**src/rtl/eeprom_wp_pkg.sv**
```systemverilog
package eeprom_wp_pkg;
  localparam int WEL_BIT  = 1;
  localparam int LOCK_LSB = 2;
  localparam int LOCK_W   = 3;
  localparam int HWP_BIT  = 7;

  typedef struct packed {
    logic arrayWr;  // forward the byte to the array
    logic welWr;    // load the write-enable latch
    logic protWr;   // load lock code and hardware-protect bit
  } wp_strobe_t;
endpackage

```
**src/rtl/eeprom_wp_datapath.sv**
```systemverilog
module eeprom_wp_datapath
  import eeprom_wp_pkg::*;
#(
  parameter int ADDR_W      = 16,
  parameter int ARRAY_BYTES = 32768,
  parameter int PAGE_BYTES  = 64,
  parameter int DATA_W      = 8,
  localparam int ARRAY_AW   = $clog2(ARRAY_BYTES),
  localparam int LIM_W      = ADDR_W + 1
) (
  input  logic                clk,
  input  logic                rst_n,
  input  logic                txnStart,
  input  logic                wpPin,
  input  logic [ADDR_W-1:0]   wrAddr,
  input  logic [DATA_W-1:0]   wrData,
  input  wp_strobe_t          strobes,
  output logic                isRegAddr,
  output logic                inArray,
  output logic                lockHit,
  output logic                welSet,
  output logic                hwFrozen,
  output logic                wpHeld,
  output logic                arrayWrStrobe,
  output logic [ARRAY_AW-1:0] arrayWrAddr,
  output logic [DATA_W-1:0]   arrayWrData,
  output logic [DATA_W-1:0]   protReg
);
  localparam logic [ADDR_W-1:0] REG_ADDR = {ADDR_W{1'b1}};
  localparam int NUM_CODES = 1 << LOCK_W;

  logic              welQ;
  logic [LOCK_W-1:0] lockQ;
  logic              hwpQ;
  logic [LIM_W-1:0]  limTab [NUM_CODES];

  // One upper limit per lock code; every range starts at address 0.
  for (genvar i = 0; i < NUM_CODES; i++) begin : g_lim
    if (i == 0) begin : g_none
      assign limTab[i] = '0;
    end else if (i <= 4) begin : g_pages
      assign limTab[i] = LIM_W'(PAGE_BYTES << (i - 1));
    end else if (i == 5) begin : g_quarter
      assign limTab[i] = LIM_W'(ARRAY_BYTES / 4);
    end else if (i == 6) begin : g_half
      assign limTab[i] = LIM_W'(ARRAY_BYTES / 2);
    end else begin : g_all
      assign limTab[i] = LIM_W'(ARRAY_BYTES);
    end
  end

  always_comb begin
    isRegAddr = (wrAddr == REG_ADDR);
    inArray   = ({1'b0, wrAddr} < LIM_W'(ARRAY_BYTES));
    lockHit   = ({1'b0, wrAddr} < limTab[lockQ]);
    welSet    = welQ;
    hwFrozen  = wpHeld && hwpQ;
  end

  always_ff @(posedge clk) begin
    if (!rst_n) begin
      welQ          <= 1'b0;
      lockQ         <= '0;
      hwpQ          <= 1'b0;
      wpHeld        <= 1'b0;
      arrayWrStrobe <= 1'b0;
      arrayWrAddr   <= '0;
      arrayWrData   <= '0;
    end else begin
      if (txnStart) wpHeld <= wpPin;
      if (strobes.welWr) welQ <= wrData[WEL_BIT];
      if (strobes.protWr) begin
        lockQ <= wrData[LOCK_LSB +: LOCK_W];
        hwpQ  <= wrData[HWP_BIT];
      end
      arrayWrStrobe <= strobes.arrayWr;
      if (strobes.arrayWr) begin
        arrayWrAddr <= wrAddr[ARRAY_AW-1:0];
        arrayWrData <= wrData;
      end
    end
  end

  always_comb begin
    protReg = '0;
    protReg[WEL_BIT]               = welQ;
    protReg[LOCK_LSB +: LOCK_W]    = lockQ;
    protReg[HWP_BIT]               = hwpQ;
  end
endmodule

```
**src/rtl/eeprom_wp_ctrl.sv**
```systemverilog
module eeprom_wp_ctrl
  import eeprom_wp_pkg::*;
(
  input  logic       wrReq,
  input  logic       isRegAddr,
  input  logic       inArray,
  input  logic       lockHit,
  input  logic       welSet,
  input  logic       hwFrozen,
  output wp_strobe_t strobes
);
  always_comb begin
    strobes         = '0;
    strobes.welWr   = wrReq && isRegAddr;
    strobes.protWr  = wrReq && isRegAddr && welSet && !hwFrozen;
    strobes.arrayWr = wrReq && !isRegAddr && inArray && !lockHit && welSet;
  end
endmodule

```
**src/rtl/eeprom_wp_guard.sv**
```systemverilog
module eeprom_wp_guard
  import eeprom_wp_pkg::*;
#(
  parameter int ADDR_W      = 16,
  parameter int ARRAY_BYTES = 32768,
  parameter int PAGE_BYTES  = 64,
  parameter int DATA_W      = 8,
  localparam int ARRAY_AW   = $clog2(ARRAY_BYTES)
) (
  input  logic                clk,
  input  logic                rst_n,
  input  logic                txnStart,
  input  logic                wpPin,
  input  logic                wrReq,
  input  logic [ADDR_W-1:0]   wrAddr,
  input  logic [DATA_W-1:0]   wrData,
  output logic                arrayWrStrobe,
  output logic [ARRAY_AW-1:0] arrayWrAddr,
  output logic [DATA_W-1:0]   arrayWrData,
  output logic [DATA_W-1:0]   protReg
);
  wp_strobe_t strobes;
  logic isRegAddr, inArray, lockHit, welSet, hwFrozen, wpHeld;

  eeprom_wp_ctrl u_ctrl (
    .wrReq(wrReq), .isRegAddr(isRegAddr), .inArray(inArray),
    .lockHit(lockHit), .welSet(welSet), .hwFrozen(hwFrozen),
    .strobes(strobes)
  );

  eeprom_wp_datapath #(
    .ADDR_W(ADDR_W), .ARRAY_BYTES(ARRAY_BYTES),
    .PAGE_BYTES(PAGE_BYTES), .DATA_W(DATA_W)
  ) u_dp (
    .clk(clk), .rst_n(rst_n), .txnStart(txnStart), .wpPin(wpPin),
    .wrAddr(wrAddr), .wrData(wrData), .strobes(strobes),
    .isRegAddr(isRegAddr), .inArray(inArray), .lockHit(lockHit),
    .welSet(welSet), .hwFrozen(hwFrozen), .wpHeld(wpHeld),
    .arrayWrStrobe(arrayWrStrobe), .arrayWrAddr(arrayWrAddr),
    .arrayWrData(arrayWrData), .protReg(protReg)
  );
endmodule

```
**config.mk**
```make
export PLATFORM = sky130hd
export DESIGN_NAME = eeprom_wp_guard
export DESIGN_NICKNAME = d
export VERILOG_FILES = /design/src/rtl/eeprom_wp_pkg.sv /design/src/rtl/eeprom_wp_datapath.sv /design/src/rtl/eeprom_wp_ctrl.sv /design/src/rtl/eeprom_wp_guard.sv
export SDC_FILE = /design/constraint.sdc
export NUM_CORES = 1
export LEC_CHECK = 0
export ABC_CLOCK_PERIOD_IN_PS = 1840
export BUFFER_PORTS_ARGS = -buffer_cell sky130_fd_sc_hd__buf_2
export CORE_MARGIN = 5
export CORE_UTILIZATION = 42
export DETAILED_ROUTE_END_ITERATION = 12
export PLACE_DENSITY_LB_ADDON = 0.12
export SYNTH_ARGS = -nofsm -noshare
export SYNTH_HDL_FRONTEND = slang
export SYNTH_SLANG_ARGS = --single-unit
```
**constraint.sdc**
```tcl
create_clock -name clk -period 1.84 [get_ports clk]
set_input_delay 0.276 -clock clk [delete_from_list [all_inputs] [get_ports clk]]
set_output_delay 0.276 -clock clk [all_outputs]
set_load 0.01 [all_outputs]
```
# ---- Yosys cells after proc, flatten, opt, wreduce, memory -nomap -nowiden
# Memory sizes are Yosys's and may differ from the RTL's.
# Cells that the tools add are included.
dict set report op_classes {
  n_mux 2
  eq_ne 1
  n_reduce_logical 11
  bitwise_logic 1
  n_lt_le_gt_ge 3
}
# op n
set op_table {}
lappend op_table {{17-bit two-way mux} 2}
lappend op_table {{16-bit by 17-bit < comparator with 1-bit output} 1}
lappend op_table {{16-bit == test (second input constant)} 1}
lappend op_table {{16-bit < comparator (second input constant)} 1}
lappend op_table {{1-bit logical AND} 8}
lappend op_table {{4-bit >= comparator (second input constant)} 1}
lappend op_table {{3-bit NOT with 4-bit output} 1}
lappend op_table {{1-bit logical NOT} 3}
dict set report totals {
  romBits 136
  output_inout_bits 32
  memories 1
  reg_bits 30
  inputBits 29
}
# memory words width rd rd_clocked_by_memory_dff wr line
set mem_list {}
lappend mem_list {{(name not given)} 8 17 1 0 0 eeprom_wp_datapath.sv:55} ;# lockHit = ({1'b0, wrAddr} < limTab[lockQ]);

# ---- Longest topological paths before layout
dict set report depth {
  word_depth 8
  depth_mapped 8
  ltp_nobuf 6
}

# ---- By module
# Synthesis repeated with hierarchy kept, for this count alone.
dict set report unflattened {
  hier_cells 135
  area_unflattened_um2 1420.1
}
# mod area_each_um2 n_inst cells_each
set modules_own_cells {}
lappend modules_own_cells {eeprom_wp_datapath 1386.3 1 131}
lappend modules_own_cells {eeprom_wp_ctrl 33.8 1 4}

# ---- Worst setup path before layout
# OpenSTA, ideal clock, no wires.
dict set report synth_timing {
  path_type {register to register}
  from {reg u_dp.lockQ[2]}
  to {reg u_dp.arrayWrStrobe}
  setup_ps 115
  arrival_ps 1962
  path_slack_ps -237
  period_less_slack_ps 2077
  stages_incl_launch_ff 9
  t_required_ps 1725
  cell_sequence {dfxtp_1 -> or3b_2 -> ha_1 -> nor4_1 -> nand3_1 -> o21a_1 -> buf_6 -> buf_12 -> and2_1}
}
dict set report synth_via {
  elab_chain_len 8
}
# element line
set synth_rtl {}
lappend synth_rtl {{from (decl)} eeprom_wp_datapath.sv:33} ;# logic [LOCK_W-1:0] lockQ;
lappend synth_rtl {{from (signal assigned)} eeprom_wp_datapath.sv:73} ;# lockQ <= wrData[LOCK_LSB +: LOCK_W];
lappend synth_rtl {{3-bit NOT with 4-bit output (implied by the code)} eeprom_wp_datapath.sv:55}
lappend synth_rtl {{memory 8 x 17 bit} --}
lappend synth_rtl {{17-bit two-way mux (implied by the code) (2 in series)} eeprom_wp_datapath.sv:55}
lappend synth_rtl {{16-bit by 17-bit < comparator with 1-bit output} eeprom_wp_datapath.sv:55}
lappend synth_rtl {{1-bit logical NOT} eeprom_wp_ctrl.sv:16} ;# strobes.arrayWr = wrReq && !isRegAddr && inArray && !lockHit && welSet;
lappend synth_rtl {{1-bit logical AND (2 in series)} eeprom_wp_ctrl.sv:16}
lappend synth_rtl {{to (signal assigned)} eeprom_wp_datapath.sv:76} ;# arrayWrStrobe <= strobes.arrayWr;
lappend synth_rtl {{to (decl)} eeprom_wp_datapath.sv:24} ;# output logic arrayWrStrobe,
# Every way passes these cells. The select of a mux whose other input is x is not followed.
# A chain may end at the register's enable or synchronous reset.

# ---- Worst setup path after layout
# Ends and elaborated chain as after synthesis.

==> run metrics <==
status finished, violations left; failing checks setup timing; post-layout minimum cycle time 1843 ps; commonest non-fill, non-tap cell in the layout buf_2; fin cells 273; Total Die Area between 4000 and 5000 um^2; Gate Count Post-Synth around 160; GPL Wtd Cong 0.7967; initial drt markers 60; CTS tree done; crit path kind flip-flop to flip-flop; number of global-route vias before repair 1,366; Hold Path Origin wrData[6]; IO Port Bufs 57; nets 261; crit path from u_dp.lockQ[2]; initial antenna violation count 0; total core area 3363 um^2; most frequent cells in the layout buf_2 (57), nand2_1 (52), mux2i_1 (28); Final Skew roughly 6.8 ps; 1st-pass router iterations 4; worst setup margin -3.025 ps; Max-Cap Viols 0; Final setup viols 1; row count 21; layout cell share with drive strength beyond 1 41.85%; hold buffers post-CTS 0; CP Launch Type flip-flop; Fillers between 300 and 400; fin crit share 100.2%; Via density 4.835; #FFs+latches synth 30; GRT Util Overall 15.54%; RSZ-0062 raised after global routing true; Avg Cell Area, Syn about 9.1 um^2; pwr/cell area 566.4 nW/um^2; Netlist Area Pre-Place 1466 um^2; fin util 58.85%; antenna viol nets, final 0; Die Ht 69.09 um; routed via count approximately 1,300; VDD IR-drop max 0.3282 mV; Critical Path Fanout Max 7; Critical Path RT between 2000 and 2500 ps; max-slew violations 0; Inst Count DP between 200 and 300; sequential-to-total area share from yosys stat 40.96%; DIE WIDTH around 69 um; H-tree Lvls 2; static leakage 0.8917 nW; clk sinks 30; HPWL after detailed placement 2.783 mm; Fin. Hold Viols 0; largest net degree at the start of global routing 53; area grow syn2layout 34.98%; Congestion Overflow GR 0; CTS Root Cell clkbuf_4; CP endpoint kind flip-flop; max frequency 542.6 MHz; Syn. warnings 0; Worst Hold Class input pin to flip-flop; maximum buffer depth of the clock tree 2; worst skew pair latency 330 ps; Starting Density 43.60%; Clock transition at path regs 90 ps; cts bufs inserted 5; Synth cell types 24; ANT cells 0; DRT Wirelength 3.698 mm; DRC viols 0; first-pass GRT wire length 6.065 mm; hold slack 178.6 ps; Setup TNS -3.025 ps; CP arrival 2070 ps; WL/cell 13.55 um; # IOs a little over 60; worst flop-to-flop path startpoint u_dp.lockQ[2]
-- synthesized netlist by cell type --
master | instances | share of area (%)
inv_1 | 2 | 0.51
nor4b_2 | 1 | 1.0
o22ai_1 | 1 | 0.43
dfxtp_1 | 30 | 41
buf_4 | 5 | 2.6
ha_1 | 6 | 5.1
buf_12 | 2 | 2.7
nor4_1 | 2 | 0.85
and2_1 | 1 | 0.43
a21bo_2 | 1 | 0.68
conb_1 | 1 | 0.26
and4_1 | 1 | 0.60
o21a_1 | 1 | 0.51
nand4_1 | 3 | 1.3
mux2i_1 | 28 | 19
buf_6 | 1 | 0.77
nor2_1 | 1 | 0.26
a21oi_1 | 3 | 1.0
a31oi_1 | 1 | 0.43
nand3b_1 | 4 | 2.0
clkbuf_1 | 6 | 1.5
nand3_1 | 7 | 2.4
or3b_2 | 2 | 1.2
nand2_1 | 52 | 13
-- per-stage QoR --
| step | area, um^2 | total power, mW | setup WS [ps] |
|---|---|---|---|
| finish | 1979 | 1.121 | -3.025 |
| global route | 1979 | 1.177 | -95.44 |
| CTS | 1946 | 1.128 | -1.310 |
| detailed placement | 1809 | 0.7577 | -122.8 |
| global placement | 1809 | 0.7545 | -36.22 |
| floorplan | 1488 | 0.7146 | -114.4 |
-- cell families (layout without fill, tap and decap cells) --
logic type,after synthesis,count (layout),share of synthesized area (%)
AOI/OAI and AO/OA,7,7,3.072
adders and majority gates,6,6,5.119
buffers and inverters,16,79,8.106
DFF,30,30,40.96
muxes,28,28,19.11
other,1,3,0.2557
and+or+nand+nor,74,74,23.38
-- timing repair --
| action | 4_1_cts | 5_1_grt |
|---|---|---|
| pin swaps | 7 | 2 |
| endpoints found under the setup margin | 24 | 24 |
| setup buffers | 0 | 0 |
| gates cloned | 0 | 0 |
| gates resized for setup | 17 | 6 |
-- area by class of cell --
type | instances | area (um^2) | area share, %
Clock buffer | 6 | 41.29 | 2.086
Timing Repair Buffer | 69 | 405.4 | 20.48
Multi-Input combinational cell | 118 | 849.6 | 42.92
Clock inverter | 2 | 8.758 | 0.4425
Tap cell | 46 | 57.56 | 2.908
Sequential cell | 30 | 609.3 | 30.78
Inverter | 2 | 7.507 | 0.3793
-- metal layers --
metal,track usage (%),share of wire (%),vias to the layer above
li1,-,-,673
met1,18.41,44,599
met2,25.85,48,43
met3,6.105,7.1,5
met4,4.555,1.1,0
met5,0,0,-
-- worst max-delay path: stages, from the launching register on --
cell	delay (ps)
dfxtp_4	370
or3b_4	390
ha_4	170
nor4_2	130
nand3_1	130
o21a_4	260
buf_8	140
and2_4	150
-- state kept, by name, indices dropped and copies added (netlist names) --
| register | flops |
|---|---|
| u_dp.hwpQ | 1 |
| u_dp.arrayWrData | 8 |
| u_dp.welSet | 1 |
| u_dp.wpHeld | 1 |
| u_dp.lockQ | 3 |
| u_dp.arrayWrStrobe | 1 |
| u_dp.arrayWrAddr | 15 |
-- where the power goes --
part	switching, mW	internal, mW
registers	0.000529	0.647
logic	0.0625	0.0476
clock network	0.221	0.143
total	0.284	0.838
-- final timing paths --
check                                           end  slack [ps]  cells past startpoint
worst max-delay path             u_dp.arrayWrStrobe          -3                      7
worst max register to register   u_dp.arrayWrStrobe          -3                      7
worst min register to register  u_dp.arrayWrAddr[7]         460                      2
worst min-delay path            u_dp.arrayWrData[6]         180                      3
(Power assumes the default switching activity.)
